**config.mk**
```make
export PLATFORM = sky130hd
export DESIGN_NAME = scsi_target_sequencer
export DESIGN_NICKNAME = d
export VERILOG_FILES = /design/src/rtl/scsi_tgt_pkg.sv /design/src/rtl/scsi_tgt_dpath.sv /design/src/rtl/scsi_tgt_ctrl.sv /design/src/rtl/scsi_target_sequencer.sv
export SDC_FILE = /design/constraint.sdc
export NUM_CORES = 1
export LEC_CHECK = 0
export BUFFER_PORTS_ARGS = -buffer_cell sky130_fd_sc_hd__buf_4
export CAP_MARGIN = 20
export CORE_MARGIN = 2
export CORE_UTILIZATION = 55
export CTS_CLUSTER_SIZE = 30
export DETAILED_ROUTE_END_ITERATION = 8
export PLACE_DENSITY = 0.75
export SYNTH_ARGS = -nofsm -noshare
export SYNTH_HDL_FRONTEND = slang
export SYNTH_SLANG_ARGS = --single-unit
```
**constraint.sdc**
```tcl
create_clock -name clk -period 8.7 [get_ports clk]
set_input_delay 1.305 -clock clk [delete_from_list [all_inputs] [get_ports clk]]
set_output_delay 1.305 -clock clk [all_outputs]
set_load 0.05 [all_outputs]
```
**src/rtl/scsi_tgt_pkg.sv**
```systemverilog
package scsi_tgt_pkg;

  typedef enum logic [3:0] {
    PH_FREE,
    PH_ARB,
    PH_SELECT,
    PH_MSG_OUT,
    PH_CMD,
    PH_DATA_IN,
    PH_DATA_OUT,
    PH_STATUS,
    PH_MSG_IN
  } phase_e;

  typedef enum logic [1:0] {
    NX_STATUS,
    NX_DATA_IN,
    NX_DATA_OUT
  } nextKind_e;

  // strobes from control to datapath
  typedef struct packed {
    logic clrLen;
    logic pushByte;
    logic loadXfer;
    logic stepXfer;
    logic showSrc;
    logic showStatus;
    logic showZero;
  } dpCtl_t;

  localparam logic [7:0] ST_GOOD  = 8'h00;
  localparam logic [7:0] ST_CHECK = 8'h02;

  localparam logic [7:0] OP_UNIT_READY = 8'h00;
  localparam logic [7:0] OP_SENSE      = 8'h03;
  localparam logic [7:0] OP_READ_SHORT = 8'h08;
  localparam logic [7:0] OP_IDENTIFY   = 8'h12;
  localparam logic [7:0] OP_PAGE_SET   = 8'h15;
  localparam logic [7:0] OP_PAGE_GET   = 8'h1A;
  localparam logic [7:0] OP_SIZE       = 8'h25;
  localparam logic [7:0] OP_READ_LONG  = 8'h28;

endpackage

```
**src/rtl/scsi_tgt_dpath.sv**
```systemverilog
module scsi_tgt_dpath
  import scsi_tgt_pkg::*;
#(
  parameter int LBA_W     = 32,
  parameter int BLK_SHIFT = 9,
  parameter int CMD_MAX   = 10,
  parameter int CNT_W     = 16 + BLK_SHIFT,
  parameter int ADDR_W    = LBA_W + BLK_SHIFT
) (
  input  logic              clk,
  input  logic              rstN,
  input  dpCtl_t            ctl,
  input  logic [7:0]        dataIn,
  input  logic [7:0]        srcData,
  output logic              decReady,
  output nextKind_e         decKind,
  output logic              cntLast,
  output logic [7:0]        dataOut,
  output logic [ADDR_W-1:0] srcAddr
);

  localparam int LEN_W = $clog2(CMD_MAX + 1);

  logic [7:0]       cmdBuf [CMD_MAX];
  logic [LEN_W-1:0] cmdLen;
  logic [CNT_W-1:0] cntRem;
  logic [CNT_W-1:0] byteOfs;
  logic [LBA_W-1:0] blkAddr;
  logic [7:0]       statusByte;
  logic [7:0]       dataReg;

  logic [7:0]       opcode;
  logic [2:0]       opGroup;
  logic             at6;
  logic             at10;
  nextKind_e        kindRaw;
  logic [7:0]       decStatus;
  logic [CNT_W-1:0] decCount;
  logic [LBA_W-1:0] decLba;

  // command decode on the captured block
  always_comb begin
    opcode    = cmdBuf[0];
    opGroup   = opcode[7:5];
    at6       = (cmdLen == LEN_W'(6)) && (opGroup != 3'd1) && (opGroup != 3'd2);
    at10      = (cmdLen == LEN_W'(10));
    decReady  = at6 || at10;
    kindRaw   = NX_STATUS;
    decStatus = ST_CHECK;
    decCount  = '0;
    decLba    = '0;
    if (at6) begin
      case (opcode)
        OP_UNIT_READY: decStatus = ST_GOOD;
        OP_SENSE, OP_IDENTIFY, OP_PAGE_GET: begin
          kindRaw  = NX_DATA_IN;
          decCount = CNT_W'(cmdBuf[4]);
        end
        OP_READ_SHORT: begin
          kindRaw  = NX_DATA_IN;
          decCount = CNT_W'(cmdBuf[4]) << BLK_SHIFT;
        end
        OP_PAGE_SET: begin
          kindRaw  = NX_DATA_OUT;
          decCount = CNT_W'(cmdBuf[4]);
        end
        default: ;
      endcase
    end else if (at10) begin
      case (opcode)
        OP_SIZE: begin
          kindRaw  = NX_DATA_IN;
          decCount = CNT_W'(8);
        end
        OP_READ_LONG: begin
          kindRaw  = NX_DATA_IN;
          decCount = CNT_W'({cmdBuf[7], cmdBuf[8]}) << BLK_SHIFT;
          decLba   = LBA_W'({cmdBuf[2], cmdBuf[3], cmdBuf[4], cmdBuf[5]});
        end
        default: ;
      endcase
    end
    if (kindRaw != NX_STATUS) decStatus = ST_GOOD;
    // an empty transfer skips the data phase
    decKind = (decCount == '0) ? NX_STATUS : kindRaw;
  end

  always_ff @(posedge clk or negedge rstN) begin
    if (!rstN) begin
      cmdLen <= '0;
      for (int i = 0; i < CMD_MAX; i++) cmdBuf[i] <= '0;
    end else if (ctl.clrLen) begin
      cmdLen <= '0;
    end else if (ctl.pushByte && cmdLen < LEN_W'(CMD_MAX)) begin
      for (int i = 0; i < CMD_MAX; i++)
        if (cmdLen == LEN_W'(i)) cmdBuf[i] <= dataIn;
      cmdLen <= cmdLen + 1'b1;
    end
  end

  always_ff @(posedge clk or negedge rstN) begin
    if (!rstN) begin
      cntRem     <= '0;
      byteOfs    <= '0;
      blkAddr    <= '0;
      statusByte <= ST_GOOD;
    end else if (ctl.loadXfer) begin
      cntRem     <= decCount;
      byteOfs    <= '0;
      blkAddr    <= decLba;
      statusByte <= decStatus;
    end else if (ctl.stepXfer) begin
      cntRem  <= cntRem - 1'b1;
      byteOfs <= byteOfs + 1'b1;
    end
  end

  always_ff @(posedge clk or negedge rstN) begin
    if (!rstN)                dataReg <= '0;
    else if (ctl.showSrc)     dataReg <= srcData;
    else if (ctl.showStatus)  dataReg <= statusByte;
    else if (ctl.showZero)    dataReg <= '0;
  end

  assign cntLast = (cntRem == CNT_W'(1));
  assign dataOut = dataReg;
  assign srcAddr = ({{BLK_SHIFT{1'b0}}, blkAddr} << BLK_SHIFT) + ADDR_W'(byteOfs);

  AST_NO_UNDERFLOW: assert property (@(posedge clk) disable iff (!rstN)
    ctl.stepXfer |-> (cntRem != '0)) else $error("count stepped at zero");
  AST_LEN_BOUND: assert property (@(posedge clk) disable iff (!rstN)
    ctl.pushByte |-> (cmdLen < LEN_W'(CMD_MAX))) else $error("command overrun");

endmodule

```
**src/rtl/scsi_tgt_ctrl.sv**
```systemverilog
module scsi_tgt_ctrl
  import scsi_tgt_pkg::*;
(
  input  logic      clk,
  input  logic      rstN,
  input  logic      busRst,
  input  logic      selIn,
  input  logic      bsyIn,
  input  logic      atnIn,
  input  logic      ackIn,
  input  logic      dataEnIn,
  input  logic      idBit,
  input  logic      dmaEn,
  input  logic      dackIn,
  input  logic      decReady,
  input  nextKind_e decKind,
  input  logic      cntLast,
  output dpCtl_t    ctl,
  output logic      tgtBsy,
  output logic      msgOut,
  output logic      cdOut,
  output logic      ioOut,
  output logic      reqOut,
  output logic      drqOut
);

  phase_e phase;

  always_comb begin
    ctl = '0;
    if (!busRst) begin
      case (phase)
        PH_SELECT:  ctl.clrLen = 1'b1;
        PH_MSG_OUT: ctl.clrLen = reqOut && ackIn;
        PH_CMD: begin
          if (decReady)              ctl.loadXfer = 1'b1;
          else if (reqOut && ackIn)  ctl.pushByte = 1'b1;
        end
        PH_DATA_IN, PH_DATA_OUT: begin
          if (dmaEn) begin
            if (!dackIn)     ctl.showSrc  = (phase == PH_DATA_IN);
            else if (drqOut) ctl.stepXfer = 1'b1;
          end
        end
        PH_STATUS: ctl.showStatus = !ackIn;
        PH_MSG_IN: ctl.showZero   = !ackIn;
        default: ;
      endcase
    end
  end

  always_ff @(posedge clk or negedge rstN) begin
    if (!rstN) begin
      phase  <= PH_FREE;
      tgtBsy <= 1'b0;
      {msgOut, cdOut, ioOut} <= 3'b000;
      reqOut <= 1'b0;
      drqOut <= 1'b0;
    end else if (busRst) begin
      phase  <= PH_FREE;
      tgtBsy <= 1'b0;
      {msgOut, cdOut, ioOut} <= 3'b000;
      reqOut <= 1'b0;
      drqOut <= 1'b0;
    end else begin
      case (phase)
        PH_FREE: if (selIn) phase <= PH_ARB;
        PH_ARB: begin
          if (!bsyIn && selIn && dataEnIn && idBit) begin
            phase  <= PH_SELECT;
            tgtBsy <= 1'b1;
          end else if (!bsyIn && !selIn) begin
            phase <= PH_FREE;
          end
        end
        PH_SELECT: begin
          if (atnIn) begin
            phase <= PH_MSG_OUT;
            {msgOut, cdOut, ioOut} <= 3'b110;
            reqOut <= 1'b1;
          end else begin
            phase <= PH_CMD;
            {msgOut, cdOut, ioOut} <= 3'b010;
          end
        end
        PH_MSG_OUT: begin
          if (reqOut && ackIn) begin
            reqOut <= 1'b0;
            phase  <= PH_CMD;
            {msgOut, cdOut, ioOut} <= 3'b010;
          end
        end
        PH_CMD: begin
          if (decReady) begin
            reqOut <= 1'b0;
            case (decKind)
              NX_DATA_IN: begin
                phase <= PH_DATA_IN;
                {msgOut, cdOut, ioOut} <= 3'b001;
              end
              NX_DATA_OUT: begin
                phase <= PH_DATA_OUT;
                {msgOut, cdOut, ioOut} <= 3'b000;
              end
              default: begin
                phase <= PH_STATUS;
                {msgOut, cdOut, ioOut} <= 3'b011;
              end
            endcase
          end else if (!ackIn) begin
            reqOut <= 1'b1;
          end else if (reqOut) begin
            reqOut <= 1'b0;
          end
        end
        PH_DATA_IN, PH_DATA_OUT: begin
          if (!ackIn) reqOut <= 1'b1;
          if (!dmaEn) begin
            drqOut <= 1'b0;
          end else if (!dackIn) begin
            drqOut <= 1'b1;
          end else if (drqOut) begin
            drqOut <= 1'b0;
            if (cntLast) begin
              reqOut <= 1'b0;
              phase  <= PH_STATUS;
              {msgOut, cdOut, ioOut} <= 3'b011;
            end
          end
        end
        PH_STATUS: begin
          if (!ackIn) begin
            reqOut <= 1'b1;
          end else if (reqOut) begin
            reqOut <= 1'b0;
            phase  <= PH_MSG_IN;
            {msgOut, cdOut, ioOut} <= 3'b111;
          end
        end
        PH_MSG_IN: begin
          if (!ackIn) begin
            reqOut <= 1'b1;
          end else if (reqOut) begin
            reqOut <= 1'b0;
            tgtBsy <= 1'b0;
            phase  <= PH_FREE;
            {msgOut, cdOut, ioOut} <= 3'b000;
          end
        end
        default: phase <= PH_FREE;
      endcase
    end
  end

  AST_RST_FREE: assert property (@(posedge clk) disable iff (!rstN)
    busRst |=> (!tgtBsy && !reqOut && !drqOut && phase == PH_FREE))
    else $error("bus reset not honoured");
  AST_REQ_DROP: assert property (@(posedge clk) disable iff (!rstN || busRst)
    (reqOut && ackIn && (phase == PH_CMD || phase == PH_MSG_OUT ||
                         phase == PH_STATUS || phase == PH_MSG_IN)) |=> !reqOut)
    else $error("REQ held after ACK");
  AST_DRQ_GATED: assert property (@(posedge clk) disable iff (!rstN)
    !dmaEn |=> !drqOut) else $error("DRQ without DMA enable");
  AST_REQ_WITH_BSY: assert property (@(posedge clk) disable iff (!rstN)
    reqOut |-> tgtBsy) else $error("REQ while not busy");
  AST_SRC_DIR: assert property (@(posedge clk) disable iff (!rstN)
    ctl.showSrc |-> (ioOut && !cdOut && !msgOut)) else $error("source read outside data-in");

endmodule

```
**src/rtl/scsi_target_sequencer.sv**
```systemverilog
module scsi_target_sequencer
  import scsi_tgt_pkg::*;
#(
  parameter int LBA_W     = 32,
  parameter int BLK_SHIFT = 9,
  parameter int CMD_MAX   = 10,
  localparam int CNT_W    = 16 + BLK_SHIFT,
  localparam int ADDR_W   = LBA_W + BLK_SHIFT
) (
  input  logic              clk,
  input  logic              rstN,
  input  logic              busRst,
  input  logic              selIn,
  input  logic              bsyIn,
  input  logic              atnIn,
  input  logic              ackIn,
  input  logic              dataEnIn,
  input  logic [7:0]        dataIn,
  input  logic              dmaEn,
  input  logic              dackIn,
  input  logic [7:0]        srcData,
  output logic              tgtBsy,
  output logic              msgOut,
  output logic              cdOut,
  output logic              ioOut,
  output logic              reqOut,
  output logic              drqOut,
  output logic [7:0]        dataOut,
  output logic              srcRd,
  output logic [ADDR_W-1:0] srcAddr
);

  dpCtl_t    ctl;
  logic      decReady;
  nextKind_e decKind;
  logic      cntLast;

  scsi_tgt_ctrl i_ctrl (
    .clk      (clk),
    .rstN     (rstN),
    .busRst   (busRst),
    .selIn    (selIn),
    .bsyIn    (bsyIn),
    .atnIn    (atnIn),
    .ackIn    (ackIn),
    .dataEnIn (dataEnIn),
    .idBit    (dataIn[6]),
    .dmaEn    (dmaEn),
    .dackIn   (dackIn),
    .decReady (decReady),
    .decKind  (decKind),
    .cntLast  (cntLast),
    .ctl      (ctl),
    .tgtBsy   (tgtBsy),
    .msgOut   (msgOut),
    .cdOut    (cdOut),
    .ioOut    (ioOut),
    .reqOut   (reqOut),
    .drqOut   (drqOut)
  );

  scsi_tgt_dpath #(
    .LBA_W     (LBA_W),
    .BLK_SHIFT (BLK_SHIFT),
    .CMD_MAX   (CMD_MAX),
    .CNT_W     (CNT_W),
    .ADDR_W    (ADDR_W)
  ) i_dpath (
    .clk      (clk),
    .rstN     (rstN),
    .ctl      (ctl),
    .dataIn   (dataIn),
    .srcData  (srcData),
    .decReady (decReady),
    .decKind  (decKind),
    .cntLast  (cntLast),
    .dataOut  (dataOut),
    .srcAddr  (srcAddr)
  );

  assign srcRd = ctl.showSrc;

endmodule

```
==> results.toml <==
[min_path]
hold_path_class = "reg2reg"

[clock_network]
cts_buffer_depth = 2
cts-buffers-inserted = 17
clk-insertion-delay-late_ns = 0.43
cts.hold.buffers_added = 0
clk_pin_slew_ns = 0.06
cts.htree.levels = 4
cts_repair_resize_count = 0
post_cts_buffers = 0
cts-root-buf = "clkbuf_16"
numClockSinks = 161
cts_tree = "built"

[pwr]
p_leak_nw = 4.777
power_density_nw_per_um2 = 155.5
peakVddDrop_v = 0.0001319

[global_routing]
grt_first_pass_wirelength_mm = 33.05
grt_max_degree = 88
antenna_found_initial = 0
grt_use_total_pct = 25.18
grt_pass1_vias = 6388
grt_overflow = 0

[finish]
utilization_pct = 64.76
nFillCells = 1240
drive_above_1_share_pct = 19.96
diodes = 0
area_growth_pct = 14.25
finalNetCount = 965

[synthesis]
synth_edf_count = 0
ys.flop_type = "dfrtp_1"
synth.top_cells.by_area = "dfrtp_1 47%, mux2_2 7.4%, xnor2_1 3.6%"
synth_top_area_share_pct = 46.58
synth-seq-cells = 161
synth_top_area_cell = "dfrtp_1"
avgSynthCellArea_um2 = 10.15
ys_warn_count = 0
async_reset_ff_share_pct = 100.0
synth_area_um2 = 8650
synthTopCellsByCount = "161 x dfrtp_1, 74 x nor2_1, 61 x nand2_1, 57 x mux2_2, 54 x a21oi_1"
ys_types = 66
synth_most_common_cell = "dfrtp_1"
yosysSeqAreaShare_pct = 46.58
synthCells = 852
syn-num-nets = 903

[setup_path]
crit_path_max_fanout = 8
max_stage_delay_ns = 0.65
cp_num_buf_inv = 2
cp-start-kind = "flop"
worstPathCellList = "ha_1, inv_1, fa_1, nor2b_1, o31a_1, o22ai_1, o311a_1, a21oi_1, nand3_1, xnor2_1, buf_4"
end_kind = "output port"
critPathSlowestCell = "a21oi_1"
cp.required_ns = 7.39
worstSetupPathType = "reg2out"
critPathTopFamily = "compound AO/OA/AOI/OAI gates"
arrival_ns = 3.82

[route]
ant_nets = 0
drt_iter0_markers = 514
vias_per_cell = 5.956
drcViolationCount = 0
firstDrtPassIters = 5
wl_per_cell_um = 17.55
num_vias = 6778
wl_mm = 19.97

[timing]
drv_slew = 0
fin_crit_ns = 5.126
setup_viol = 0
timing.hold.ws_ns = 0.4834
final.setup.tns_ns = 0
fin_skew_ns = 0.006304
tightestPinTransition_ns = 1.093
timing.fmax_mhz = 195.1
rsz0062_at_grt = "no"
slew_headroom_pct = 26.49
hold_violations = 0
finalCritPeriodShare_pct = 58.92

[flow_run]
maxCapViolCount = 0

[die]
rows = 45
die_area_um2 = 16750
start_util_pct = 56.69
fp.dieW_um = 129.4
die_y_um = 129.4
ios = 82
coreArea_um2 = 15260

[placement]
port_buffers = 81
dp_hpwl_mm = 13.51
finalWeightedCongestion = 0.8879

[outcome]
outcome = "finished clean"
==> routing by layer <==
layer / up-vias / wire length, um / track usage, %
li1: 3232 / - / -
met2: 187 / 9595 / 39.97
met1: 3330 / 9062 / 35.42
met3: 29 / 989 / 4.789
met4: 0 / 325 / 7.609
met5: - / 0 / 0
==> final cells by class <==
cell class                      count  area, um2  share of cell area, %
Clock buffer                       20      446.7                  4.520
Clock inverter                     12      87.58                 0.8863
Inverter                           16      60.06                 0.6077
Multi-Input combinational cell    632       4345                  43.97
Sequential cell                   161       4029                  40.77
Tap cell                          211      264.0                  2.672
Timing Repair Buffer               86      649.4                  6.571
==> path summary, 6_finish.rpt <==
check / start / endpoint / slack, ns / cells after the start
max: i_dpath.byteOfs[9] / srcAddr[29] / 3.57 / 11
min: i_dpath.cmdBuf[38] / i_dpath.blkAddr[6] / 0.48 / 1
max reg2reg: i_dpath.cmdLen[0] / i_ctrl.phase[1] / 5.27 / 14
min reg2reg: i_dpath.cmdBuf[38] / i_dpath.blkAddr[6] / 0.48 / 1
max in group asynchronous: rstN / i_dpath.cntRem[11] / 6.31 / 2
min in group asynchronous: rstN / i_dpath.byteOfs[1] / 0.93 / 1
==> state kept, by name (all words and copies together) (netlist names), 4 cells and up <==
name / cells
i_ctrl.phase: 4
i_dpath.opcode: 8
i_dpath.cmdLen: 4
i_dpath.dataOut: 8
i_dpath.cntRem: 25
i_dpath.cmdBuf: 48
i_dpath.byteOfs: 25
i_dpath.blkAddr: 32
==> where the power goes <==
group	internal (mW)	switching, mW
clock	0.372	0.306
sequential	0.755	0.0119
combinational	0.0295	0.0616
==> worst register-to-register path: stages (launching register included) <==
cell and delay [ns]:
dfrtp_1 0.44, inv_1 0.11, ha_1 0.21, nor4b_1 0.36
and3_1 0.49, nand2_1 0.11, a2bb2oi_1 0.14, a211oi_1 0.10
or3_1 0.38, ha_1 0.19, inv_1 0.05, a21oi_1 0.05
or3_1 0.37, a211oi_1 0.20, mux2_2 0.18
==> layout by cell type, fill, tap and decap left out, types with 17 or more instances in the layout <==
master       n
a21oi_1     54
a22o_1      35
buf_4       85
clkbuf_16   17
dfrtp_1    161
ha_1        24
mux2_2      57
nand2_1     61
nand3_1     37
nor2_1      73
nor3_1      18
o21ai_0     27
xnor2_1     36
xor2_1      28
==> through the flow <==
| stage | power, mW | area, um2 | setup WS, ns | std cells |
|---|---|---|---|---|
| finish | 1.536 | 9882 | 3.574 | 1138 |
| global route | 1.588 | 9882 | 3.273 | 1138 |
| CTS | 1.547 | 9882 | 3.510 | 1138 |
| detailed placement | 0.8728 | 9348 | 4.077 | 1106 |
| global placement | 0.8716 | 9348 | 4.135 | 1106 |
| floorplan | 0.8277 | 8650 | 4.165 | 852 |
==> logic make-up (layout without fill, tap and decap cells) <==
logic type | after synthesis | after routing | share of synthesized area, %
buf+inv | 59 | 134 | 3.269
simple gates | 285 | 285 | 16.58
flops | 161 | 161 | 46.58
fa+ha+maj | 25 | 25 | 3.703
xor+xnor | 64 | 64 | 6.481
compound gates | 196 | 196 | 15.39
mux | 62 | 62 | 7.999
Note: power is estimated with default switching activity, not from simulation.
